==> src/rtl/iag_pkg.sv <==
package iag_pkg;

    localparam int BYTE_W  = 8;
    localparam int ADDR_W  = 2 * BYTE_W;
    localparam int XC_W    = 2;
    localparam int MODE_W  = 4;

    typedef enum logic [MODE_W-1:0] {
        AM_IMPL  = 4'd0,
        AM_IMM   = 4'd1,
        AM_ZP    = 4'd2,
        AM_ZPX   = 4'd3,
        AM_ZPY   = 4'd4,
        AM_ABS   = 4'd5,
        AM_ABSX  = 4'd6,
        AM_ABSY  = 4'd7,
        AM_INDX  = 4'd8,
        AM_INDY  = 4'd9,
        AM_ZPIND = 4'd10,
        AM_REL   = 4'd11
    } amode_e;

    typedef struct packed {
        logic [ADDR_W-1:0] addr;
        logic [BYTE_W-1:0] ptr;
        logic [XC_W-1:0]   extra;
    } agen_res_t;

    function automatic logic page_moved(input logic [ADDR_W-1:0] a,
                                        input logic [ADDR_W-1:0] b);
        return a[ADDR_W-1:BYTE_W] != b[ADDR_W-1:BYTE_W];
    endfunction

    function automatic logic [ADDR_W-1:0] sext_byte(input logic [BYTE_W-1:0] v);
        return {{(ADDR_W-BYTE_W){v[BYTE_W-1]}}, v};
    endfunction

    function automatic logic [ADDR_W-1:0] widen_byte(input logic [BYTE_W-1:0] v);
        return {{(ADDR_W-BYTE_W){1'b0}}, v};
    endfunction

endpackage

==> src/rtl/iag_zp_unit.sv <==
module iag_zp_unit
    import iag_pkg::*;
#(
    parameter int BW = BYTE_W
) (
    input  amode_e          mode,
    input  logic [BW-1:0]   op_lo,
    input  logic [BW-1:0]   idx_x,
    input  logic [BW-1:0]   idx_y,
    output logic [BW-1:0]   zp_eff,
    output logic [BW-1:0]   ptr_loc,
    output logic [BW-1:0]   ptr_loc_nxt
);
    // page-zero operand location, wrapping within the page
    always_comb begin
        unique case (mode)
            AM_ZPX:  zp_eff = op_lo + idx_x;
            AM_ZPY:  zp_eff = op_lo + idx_y;
            default: zp_eff = op_lo;
        endcase
    end

    // pointer location: pre-indexed uses X before the fetch
    always_comb begin
        ptr_loc     = (mode == AM_INDX) ? op_lo + idx_x : op_lo;
        ptr_loc_nxt = ptr_loc + {{(BW-1){1'b0}}, 1'b1};
    end
endmodule

==> src/rtl/iag_idx_add.sv <==
module iag_idx_add
    import iag_pkg::*;
#(
    parameter int AW = ADDR_W,
    parameter int BW = BYTE_W
) (
    input  logic [AW-1:0]   base,
    input  logic [BW-1:0]   idx,
    input  logic            is_write,
    output logic [AW-1:0]   sum,
    output logic [XC_W-1:0] extra
);
    always_comb begin
        sum   = base + {{(AW-BW){1'b0}}, idx};
        extra = (!is_write && page_moved(base, sum)) ? XC_W'(1) : '0;
    end
endmodule

==> src/rtl/iag_branch.sv <==
module iag_branch
    import iag_pkg::*;
#(
    parameter int AW = ADDR_W,
    parameter int BW = BYTE_W
) (
    input  logic [AW-1:0]   pc_next,
    input  logic [BW-1:0]   offset,
    input  logic            taken,
    output logic [AW-1:0]   target,
    output logic [XC_W-1:0] extra
);
    always_comb begin
        target = pc_next + sext_byte(offset);
        if (!taken)
            extra = '0;
        else if (page_moved(pc_next, target))
            extra = XC_W'(2);
        else
            extra = XC_W'(1);
    end
endmodule

==> src/rtl/idx_addr_gen.sv <==
module idx_addr_gen
    import iag_pkg::*;
#(
    parameter int AW = ADDR_W,
    parameter int BW = BYTE_W
) (
    input  logic            clk,
    input  logic            rst,
    input  logic            in_valid,
    input  logic [3:0]      mode,
    input  logic [7:0]      op_lo,
    input  logic [7:0]      op_hi,
    input  logic [7:0]      idx_x,
    input  logic [7:0]      idx_y,
    input  logic            is_write,
    input  logic            br_taken,
    input  logic [15:0]     pc_next,
    output logic [7:0]      zp_rd_addr0,
    output logic [7:0]      zp_rd_addr1,
    input  logic [7:0]      zp_rd_data0,
    input  logic [7:0]      zp_rd_data1,
    output logic            out_valid,
    output logic [15:0]     eff_addr,
    output logic [7:0]      ptr_addr,
    output logic [1:0]      extra_cyc
);
    localparam int LANES = 2;   // lane 0: absolute indexed, lane 1: pointer plus Y

    amode_e            m;
    logic [BW-1:0]     zp_eff, ploc, ploc_nxt;
    logic [AW-1:0]     ptr_word, abs_word;
    logic [AW-1:0]     br_tgt;
    logic [XC_W-1:0]   br_xc;
    logic [AW-1:0]     lane_base [LANES];
    logic [BW-1:0]     lane_idx  [LANES];
    logic [AW-1:0]     lane_sum  [LANES];
    logic [XC_W-1:0]   lane_xc   [LANES];
    agen_res_t         nxt, res_q;
    amode_e            r_mode;
    logic              r_write, r_taken, r_valid;

    assign m        = amode_e'(mode);
    assign abs_word = {op_hi, op_lo};
    assign ptr_word = {zp_rd_data1, zp_rd_data0};

    iag_zp_unit #(.BW(BW)) u_zp (
        .mode        (m),
        .op_lo       (op_lo),
        .idx_x       (idx_x),
        .idx_y       (idx_y),
        .zp_eff      (zp_eff),
        .ptr_loc     (ploc),
        .ptr_loc_nxt (ploc_nxt)
    );

    assign zp_rd_addr0 = ploc;
    assign zp_rd_addr1 = ploc_nxt;

    assign lane_base[0] = abs_word;
    assign lane_idx[0]  = (m == AM_ABSY) ? idx_y : idx_x;
    assign lane_base[1] = ptr_word;
    assign lane_idx[1]  = idx_y;

    for (genvar g = 0; g < LANES; g++) begin : g_lane
        iag_idx_add #(.AW(AW), .BW(BW)) u_add (
            .base     (lane_base[g]),
            .idx      (lane_idx[g]),
            .is_write (is_write),
            .sum      (lane_sum[g]),
            .extra    (lane_xc[g])
        );
    end

    iag_branch #(.AW(AW), .BW(BW)) u_br (
        .pc_next (pc_next),
        .offset  (op_lo),
        .taken   (br_taken),
        .target  (br_tgt),
        .extra   (br_xc)
    );

    always_comb begin
        nxt = '0;
        unique case (m)
            AM_IMPL:  nxt.addr = '0;
            AM_IMM:   nxt.addr = pc_next - AW'(1);
            AM_ZP, AM_ZPX, AM_ZPY:
                      nxt.addr = widen_byte(zp_eff);
            AM_ABS:   nxt.addr = abs_word;
            AM_ABSX, AM_ABSY: begin
                nxt.addr  = lane_sum[0];
                nxt.extra = lane_xc[0];
            end
            AM_INDX, AM_ZPIND: begin
                nxt.addr = ptr_word;
                nxt.ptr  = ploc;
            end
            AM_INDY: begin
                nxt.addr  = lane_sum[1];
                nxt.extra = lane_xc[1];
                nxt.ptr   = ploc;
            end
            AM_REL: begin
                nxt.addr  = br_tgt;
                nxt.extra = br_xc;
            end
            default:  nxt = '0;
        endcase
    end

    always_ff @(posedge clk) begin
        if (rst) begin
            res_q   <= '0;
            r_valid <= 1'b0;
            r_mode  <= AM_IMPL;
            r_write <= 1'b0;
            r_taken <= 1'b0;
        end else begin
            r_valid <= in_valid;
            if (in_valid) begin
                res_q   <= nxt;
                r_mode  <= m;
                r_write <= is_write;
                r_taken <= br_taken;
            end
        end
    end

    assign out_valid = r_valid;
    assign eff_addr  = res_q.addr;
    assign ptr_addr  = res_q.ptr;
    assign extra_cyc = res_q.extra;

    a_r2_valid_follows: assert property (@(posedge clk) disable iff (rst)
        in_valid |=> out_valid);

    a_r2_idle_hold: assert property (@(posedge clk) disable iff (rst)
        !in_valid |=> (!out_valid && $stable(eff_addr) && $stable(extra_cyc)
                       && $stable(ptr_addr)));

    a_r3_zp_stays_low: assert property (@(posedge clk) disable iff (rst)
        (out_valid && (r_mode == AM_ZP || r_mode == AM_ZPX || r_mode == AM_ZPY))
        |-> eff_addr[15:8] == 8'h00);

    a_r6_store_no_penalty: assert property (@(posedge clk) disable iff (rst)
        (out_valid && r_write && r_mode != AM_REL) |-> extra_cyc == 2'd0);

    a_r11_untaken_free: assert property (@(posedge clk) disable iff (rst)
        (out_valid && r_mode == AM_REL && !r_taken) |-> extra_cyc == 2'd0);

    a_r11_count_range: assert property (@(posedge clk) disable iff (rst)
        extra_cyc != 2'd3);

    a_r12_plain_modes_free: assert property (@(posedge clk) disable iff (rst)
        (out_valid && (r_mode == AM_IMPL || r_mode == AM_IMM || r_mode == AM_ZP ||
                       r_mode == AM_ZPX || r_mode == AM_ZPY || r_mode == AM_ABS ||
                       r_mode == AM_INDX || r_mode == AM_ZPIND))
        |-> extra_cyc == 2'd0);
endmodule

==> config.mk <==
export PLATFORM = sky130hd
export DESIGN_NAME = idx_addr_gen
export DESIGN_NICKNAME = d
export VERILOG_FILES = /design/src/rtl/iag_pkg.sv /design/src/rtl/iag_zp_unit.sv /design/src/rtl/iag_idx_add.sv /design/src/rtl/iag_branch.sv /design/src/rtl/idx_addr_gen.sv
export SDC_FILE = /design/constraint.sdc
export NUM_CORES = 1
export LEC_CHECK = 0
export CORE_MARGIN = 3
export CORE_UTILIZATION = 35
export DETAILED_ROUTE_END_ITERATION = 8
export DONT_BUFFER_PORTS = 1
export SYNTH_ARGS = -nofsm -noshare
export SYNTH_HDL_FRONTEND = slang
export SYNTH_HIERARCHICAL = 1
export SYNTH_SLANG_ARGS = --single-unit
==> constraint.sdc <==
create_clock -name clk -period 8.6 [get_ports clk]
set_input_delay 2.15 -clock clk [delete_from_list [all_inputs] [get_ports clk]]
set_output_delay 2.15 -clock clk [all_outputs]
set_load 0.005 [all_outputs]
# Yosys cells after proc, flatten, opt, wreduce, memory -nomap -nowiden
# Cells that the tools add are included.
dict set report word_totals {
  word_cells 42
  ramBits 0
  latchBits 0
  romBits 0
  ff_bits 27
  memories 0
  out_inout_bits 43
  inputBits 73
}
dict set report classes {
  mul 0
  shift 0
  n_reduce_logical 7
  eq_ne 14
  magnitude_cmp 0
  add_sub_neg 7
  n_div 0
  bitwise 0
  n_mux 10
}
# op n
set op_table {}
lappend op_table {{16-bit one-hot mux with 7 select lines} 1}
lappend op_table {{16-bit by 8-bit adder with 16-bit output} 2}
lappend op_table {{8-bit two-way mux} 3}
lappend op_table {{8-bit inequality test} 3}
lappend op_table {{16-bit adder} 1}
lappend op_table {{8-bit adder} 2}
lappend op_table {{4-bit by 3-bit == test with 1-bit output (second input constant)} 4}
lappend op_table {{4-bit == test (second input constant)} 4}
lappend op_table {{8-bit one-hot mux with 2 select lines} 1}
lappend op_table {{16-bit by 1-bit subtractor with 16-bit output (second input constant)} 1}
lappend op_table {{8-bit by 1-bit adder with 8-bit output (second input constant)} 1}
lappend op_table {{4-bit by 2-bit == test with 1-bit output (second input constant)} 2}
lappend op_table {{2-bit one-hot mux with 3 select lines} 1}
lappend op_table {{3-bit OR reduction} 2}
lappend op_table {{4-bit by 1-bit == test with 1-bit output (second input constant)} 1}
lappend op_table {{2-bit two-way mux} 2}
lappend op_table {{2-bit OR reduction} 2}
lappend op_table {{1-bit logical AND} 2}
lappend op_table {{1-bit two-way mux} 2}
lappend op_table {{1-bit logical NOT} 1}

# Logic depth before layout (Yosys ltp)
# Gate-level depths: netlist (run 1).
dict set report depth {
  ltp_word 7
  mapped_depth 14
  ltp_nobuf 13
}

# By module
# Netlist (run 1), hierarchy kept.
# mod n_inst cells_each area_each_um2
set by_module_without_submodules {}
lappend by_module_without_submodules {idx_addr_gen 1 296 2403.6}
lappend by_module_without_submodules {iag_branch 1 164 1267.5}
lappend by_module_without_submodules {iag_zp_unit 1 150 1152.4}
lappend by_module_without_submodules {iag_idx_add 2 62 503.0}

# Worst setup path before layout (run 1)
# OpenSTA, ideal clock, no wires.
dict set report synth_path {
  path_type {input to output}
  startpoint {input op_lo[0]}
  endpoint {output zp_rd_addr1[7]}
  path_stages 8
  path_slack_ps 2372
  t_arrival_ps 4078
  n_path_buf 0
  cell_sequence {ha_1 -> fa_1 -> a211oi_2 -> nor3b_2 -> mux2_2 -> o21ai_1 -> nor3b_2 -> xor2_1}
}
dict set report synth_via {
  elab_chain_len 3
}
# item line_no
set synth_rtl {}
lappend synth_rtl {{start, declared} idx_addr_gen.sv:11} ;# input logic [7:0] op_lo,
lappend synth_rtl {{8-bit adder} iag_zp_unit.sv:25} ;# ptr_loc = (mode == AM_INDX) ? op_lo + idx_x : op_lo;
lappend synth_rtl {{8-bit two-way mux} iag_zp_unit.sv:25}
lappend synth_rtl {{named net zp_rd_addr0[6]} idx_addr_gen.sv:18} ;# output logic [7:0] zp_rd_addr0,
lappend synth_rtl {{8-bit by 1-bit adder with 8-bit output} iag_zp_unit.sv:26} ;# ptr_loc_nxt = ptr_loc + {{(BW-1){1'b0}}, 1'b1};
lappend synth_rtl {{end, declared} idx_addr_gen.sv:19} ;# output logic [7:0] zp_rd_addr1,
# The timed path passes the listed nets, and every way through them passes these cells.

# Worst setup path after layout (run 1)
# Ends and elaborated chain as after synthesis.

==> results.yml, run 1 <==
status:
  outcome: "finished clean"
power:
  power_uw: 574
  p_per_area_nw_per_um2: 95.8
  ir_worst_vdd_v: 0.0000685
  p_leak_nw: 2.16
timing:
  fmax_ghz: 0.152
  setup_ws_ns: 2.04
  tns_ns: 0
  rsz0062_at_grt: "no"
  clock_skew_ns: 0
  finalHoldViolations: 0
  slew_viol_final: 0
  setup_viol: 0
  worst_slew_pin_slew_ns: 1.21
  max_slew_margin_pct: 19.0
  finalCritPeriodShare_pct: 76.3
  fin_crit_ns: 6.56
  hold_ws_ns: 0.499
flow_run:
  drv_cap: 0
critical_path:
  worstPathMaxFanout: 7
  crit-reg2reg-launch: "eff_addr[13]"
  crit_path_start_kind: "primary input"
  cp.arrival_ns: 4.41
  timing.rr.end: "eff_addr[13]"
  critical_path_class: "in -> out"
  cp.required_ns: 6.45
  cp-end-kind: "output port"
  reg2reg_depth: 4
  r2r_setup_slack_ns: 7.46
global_routing:
  antenna_found_initial: 0
  grt_pass1_vias: 5448
  overflow: 0
  grt_first_pass_wirelength_um: 31700
  grt_usage_pct: 21.8
  grt_start_max_net_pins: 41
clock_tree:
  ctsHtreeMaxLevel: 1
  cts_tree: "yes"
  clock_latency_ns: 0.26
  cts_made_buffers: 3
  cts_setup_buffers: 0
  clkTransAtPathRegs_ns: 0.07
  numClockSinks: 27
  cts-resized-gates: 0
  cts-root-buf: "clkbuf_16"
  clockBufferDepth: 2
  hold_buffers: 0
synth:
  synthArstFlopShare_pct: 0
  synth_area_per_cell_um2: 7.94
  synth_seq_area_share_pct: 9.27
  ys_top_cells_by_area: "ha_1, dfxtp_1, xnor2_1"
  synth_top_cell_area_share_pct: 10.1
  netlist_area_um2: 5830
  yosysTopAreaCell: "ha_1"
  yosysWarnings: 6
  ys.flop_type: "dfxtp_1"
  synth_edf_count: 0
  synthCells: 734
  ys_ff_latch: 27
  ys_types: 115
  syn_nets: 859
detailed_routing:
  avgViaCountPerCell: 6.38
  antenna_left: 0
  vias: 5856
  wl_um: 20600
  drtPass1Iterations: 5
  drt_iter0_markers: 645
  drc: 0
  wl_per_cell_um: 22.5
cells_and_area:
  design_area_um2: 5990
  layout.nets: 828
  n_antenna_cell: 0
  drive_gt1_share_pct: 12.8
  final_util_pct: 37.2
  finalNonFillerCells: 918
  fill_cells: 1711
  synthToLayoutAreaGrowth_pct: 2.81
worst_hold_path:
  min_path_cells: 2
  min_to: "extra_cyc[0]"
  hold_class: "reg -> reg"
  worstHoldStart: "extra_cyc[0]"
placed_design:
  io_buffers: 0
  place_inst: 914
  gp_congestion: 0.936
  dp_hpwl_um: 16200
  place_ws_ns: 2.10
  placed_area_um2: 5910
floorplan:
  die_h_um: 135
  dieArea_um2: 18200
  num_io_pins: 116
  rows: 46
  die_w_um: 135
  core_um2: 16100
  start_util_pct: 36.2
==> flip-flops by register name, summed over array words and instances, names as in the netlist <==
name / count
out_valid: 1
extra_cyc: 2
eff_addr: 16
ptr_addr: 8
==> cells in the mapped netlist (7+ instances only) <==
cell      instances
nand2_1          50
a21oi_1          49
ha_1             47
nor2_1           45
xnor2_1          38
dfxtp_1          27
o21ai_0          25
nand3_1          22
xor2_1           22
inv_1            21
clkbuf_1         20
a22oi_1          15
a22o_1           14
and3_1           14
nor3_1           14
nor2b_1          13
o211ai_1         13
o21ai_1          12
a211oi_1         10
a221oi_1         10
mux2_2           10
nand2b_1          9
or3_1             9
mux2i_1           8
nand3b_1          8
a21o_1            7
a32o_1            7
buf_2             7
nand4_1           7
==> logic make-up after synthesis <==
family,after synthesis,share of synthesized area [%]
simple gates,257,26.4
compound gates,253,34.0
buf+inv,63,5.28
xor+xnor,61,9.40
fa+ha+maj,52,11.8
flops,27,9.27
mux,19,3.69
other cells,2,0.129
==> metal layers <==
layer  vias up  wire [µm]  GRT usage, %
met5         -          0             0
met4         0        323          3.30
met3        24       2350          7.27
met2       277       8900          33.4
met1      2779       9030          30.3
li1       2776          -             -
==> cells in the final DEF (no fill, tap or decap), types with 12 or more instances in the layout <==
| master | count |
|---|---|
| xor2_1 | 22 |
| o211ai_1 | 13 |
| nand3_1 | 22 |
| dfxtp_1 | 27 |
| a22o_1 | 14 |
| nand2_1 | 50 |
| nor2_1 | 45 |
| and3_1 | 14 |
| a22oi_1 | 15 |
| o21ai_0 | 25 |
| o21ai_1 | 12 |
| nor3_1 | 14 |
| ha_1 | 47 |
| nor2b_1 | 13 |
| xnor2_1 | 38 |
| a21oi_1 | 49 |
| inv_1 | 21 |
==> power by group <==
part	switching, mW	internal [mW]
combinational	0.188	0.138
clock	0.0494	0.0634
sequential	0.00551	0.130
total	0.243	0.332
==> worst max-delay path by stage <==
stage	start	end	slack [ns]	cells after the start
detailed placement	op_lo[0]	zp_rd_addr1[7]	2.10	8
global route	op_lo[0]	zp_rd_addr1[7]	1.96	8
finish	op_lo[0]	zp_rd_addr1[7]	2.04	8
CTS	op_lo[0]	zp_rd_addr1[7]	2.09	8
floorplan	op_lo[0]	zp_rd_addr1[7]	2.37	8
global placement	op_lo[0]	zp_rd_addr1[7]	2.12	8
==> worst max-delay path: stages <==
cell and delay [ns]:
ha_1 0.24, fa_1 0.26, a211oi_2 0.10, nor3b_2 0.44
mux2_2 0.40, o21ai_1 0.35, nor3b_2 0.26, xor2_1 0.20
==> final cells by class <==
type | count | area, µm² | share of cell area (%)
clock buffers | 3 | 75.1 | 1.25
multi-input cells | 644 | 4990 | 83.2
clock inverters | 1 | 7.51 | 0.125
inverters | 24 | 90.1 | 1.50
flip-flops and latches | 27 | 541 | 9.02
well taps | 216 | 270 | 4.51
repair buffers | 3 | 22.5 | 0.376
(Power assumes the default switching activity.)
==> run 2, diff against run 1 <==
- clock period: 8.6 -> 6.4 ns (I/O delays scaled with it)
==> run 2 against run 1 <==
Non-clock buffer count did not move. First-iteration DRC count fell by 5.3%. Clock-buffer cell count unchanged. Flip-flop and latch count did not move. Sequential share of layout area unchanged. Clock skew unchanged. Combinational power grew 35%. Via count shrank 1.4%. Largest cell class unchanged.
==> results.yml, run 2 (synthesis results as in run 1) <==
floorplan:
  die_h_um: 135
  start_util_pct: 36.2
  dieArea_um2: 18200
  num_io_pins: 116
  core_um2: 16100
  die_w_um: 135
  rows: 46
critical_path:
  worstPathMaxFanout: 7
  cp.required_ns: 4.80
  reg2reg_depth: 4
  timing.rr.end: "eff_addr[7]"
  critical_path_class: "in -> out"
  slowest_delay_ns: 0.40
  crit_path_start_kind: "primary input"
  crit-reg2reg-launch: "eff_addr[7]"
  r2r_setup_slack_ns: 5.20
  cp.arrival_ns: 3.79
  cpMostUsedCell: "nor3b_2"
  startpoint: "op_lo[0]"
  cp_cell_sequence: "ha_1 > fa_1 > a211oi_2 > nor3b_2 > mux2_2 > o21ai_1 > nor3b_2 > xor2_1"
  cp-end-kind: "output port"
  cpMaxStageDelayCell: "nor3b_2"
detailed_routing:
  wl_per_cell_um: 22.6
  drtPass1Iterations: 5
  wl_um: 20800
  drt_iter0_markers: 611
  vias: 5774
  drc: 0
  antenna_left: 0
  avgViaCountPerCell: 6.29
clock_tree:
  ctsHtreeMaxLevel: 1
  cts_tree: "yes"
  cts_setup_buffers: 0
  cts-root-buf: "clkbuf_16"
  cts-resized-gates: 0
  clkTransAtPathRegs_ns: 0.07
  clock_latency_ns: 0.26
  cts_made_buffers: 3
  numClockSinks: 27
  hold_buffers: 0
  clockBufferDepth: 2
cells_and_area:
  drive_gt1_share_pct: 12.8
  mostFrequentLayoutCells: "nand2_1, a21oi_1, ha_1"
  layout_commonest_cell: "nand2_1"
  largest_reg_flops: 16
  layout.nets: 828
  synthToLayoutAreaGrowth_pct: 2.81
  n_antenna_cell: 0
  final_util_pct: 37.2
global_routing:
  grt_pass1_vias: 5468
  overflow: 0
  antenna_found_initial: 0
  grt_usage_pct: 21.8
  grt_first_pass_wirelength_um: 32000
  grt_start_max_net_pins: 41
timing:
  finalHoldViolations: 0
  setup_viol: 0
  clock_skew_ns: 0
  slew_viol_final: 0
  tns_ns: 0
  max_slew_margin_pct: 21.5
  rsz0062_at_grt: "no"
  fin_crit_ns: 5.39
  worst_slew_pin_slew_ns: 1.18
  finalCritPeriodShare_pct: 84.2
  fmax_ghz: 0.186
placed_design:
  dp_hpwl_um: 16300
  io_buffers: 0
  gp_congestion: 0.931
power:
  p_comb_share_pct: 57.0
  p_leak_nw: 2.16
  power_frac_seq_pct: 23.6
  p_clk_share_pct: 19.4
  p_switching_uw: 326
  p_int_uw: 446
  p_per_area_nw_per_um2: 129
  p_sw_share_pct: 42.2
  ir_worst_vdd_v: 0.0000960
worst_hold_path:
  min_path_cells: 2
  worstHoldStart: "extra_cyc[0]"
  hold_class: "reg -> reg"
  min_to: "extra_cyc[0]"
status:
  outcome: "finished clean"
flow_run:
  drv_cap: 0
## run 2: cell counts in the layout (fill, tap and decap cells not counted)
Identical to the previous run, type by type.
## run 2: per-stage QoR
stage	power, mW	area (µm²)	hold WS [ns]	setup WS (ns)	std cells
finish	0.772	5990	0.498	1.01	918
global route	0.822	5990	0.536	0.834	918
CTS	0.766	5990	0.503	1.00	918
detailed placement	0.615	5910	0.493	1.01	914
global placement	0.614	5910	0.491	1.02	914
floorplan	0.542	5830	0.468	1.27	734
## run 2: power by group through the flow
stage | Clock (mW) | Sequential [mW] | Combinational [mW]
final | 0.150 | 0.182 | 0.440
after global routing | 0.158 | 0.183 | 0.480
after CTS | 0.152 | 0.183 | 0.431
after detailed placement | 0 | 0.187 | 0.429
after global placement | 0 | 0.186 | 0.428
after floorplan | 0 | 0.183 | 0.359
## run 2: layer usage
layer | vias to the layer above | GRT usage, % | share of wire, %
met5 | - | 0 | 0
met4 | 0 | 3.47 | 1.1
met3 | 18 | 6.37 | 12
met2 | 262 | 33.4 | 43
met1 | 2721 | 30.9 | 44
li1 | 2773 | - | -
## run 2: how the worst max path moves through the flow
stage | slack [ns] | cells after the start | end
4_1_cts | 1.00 | 8 | zp_rd_addr1[7]
6_report | 1.01 | 8 | zp_rd_addr1[7]
2_1_floorplan | 1.27 | 8 | zp_rd_addr1[7]
3_3_place_gp | 1.02 | 8 | zp_rd_addr1[7]
5_1_grt | 0.83 | 8 | zp_rd_addr1[7]
3_5_place_dp | 1.01 | 8 | zp_rd_addr1[7]
## run 2: cell type report
cell class	count	area, µm²
clock inverter	1	7.51
inverter	24	90.1
multi-input combinational	644	4990
tap	216	270
timing repair buffer	3	22.5
fill	1691	10100
sequential	27	541
clock buffer	3	75.1
## run 2: worst max-delay path, delay by kind of cell
family / cells / cell delay (ns)
AND/OR/NAND/NOR: 2 / 0.66
XOR/XNOR: 1 / 0.20
multiplexers: 1 / 0.40
AO/OA/AOI/OAI: 2 / 0.44
adder cells (fa/ha/maj): 2 / 0.48
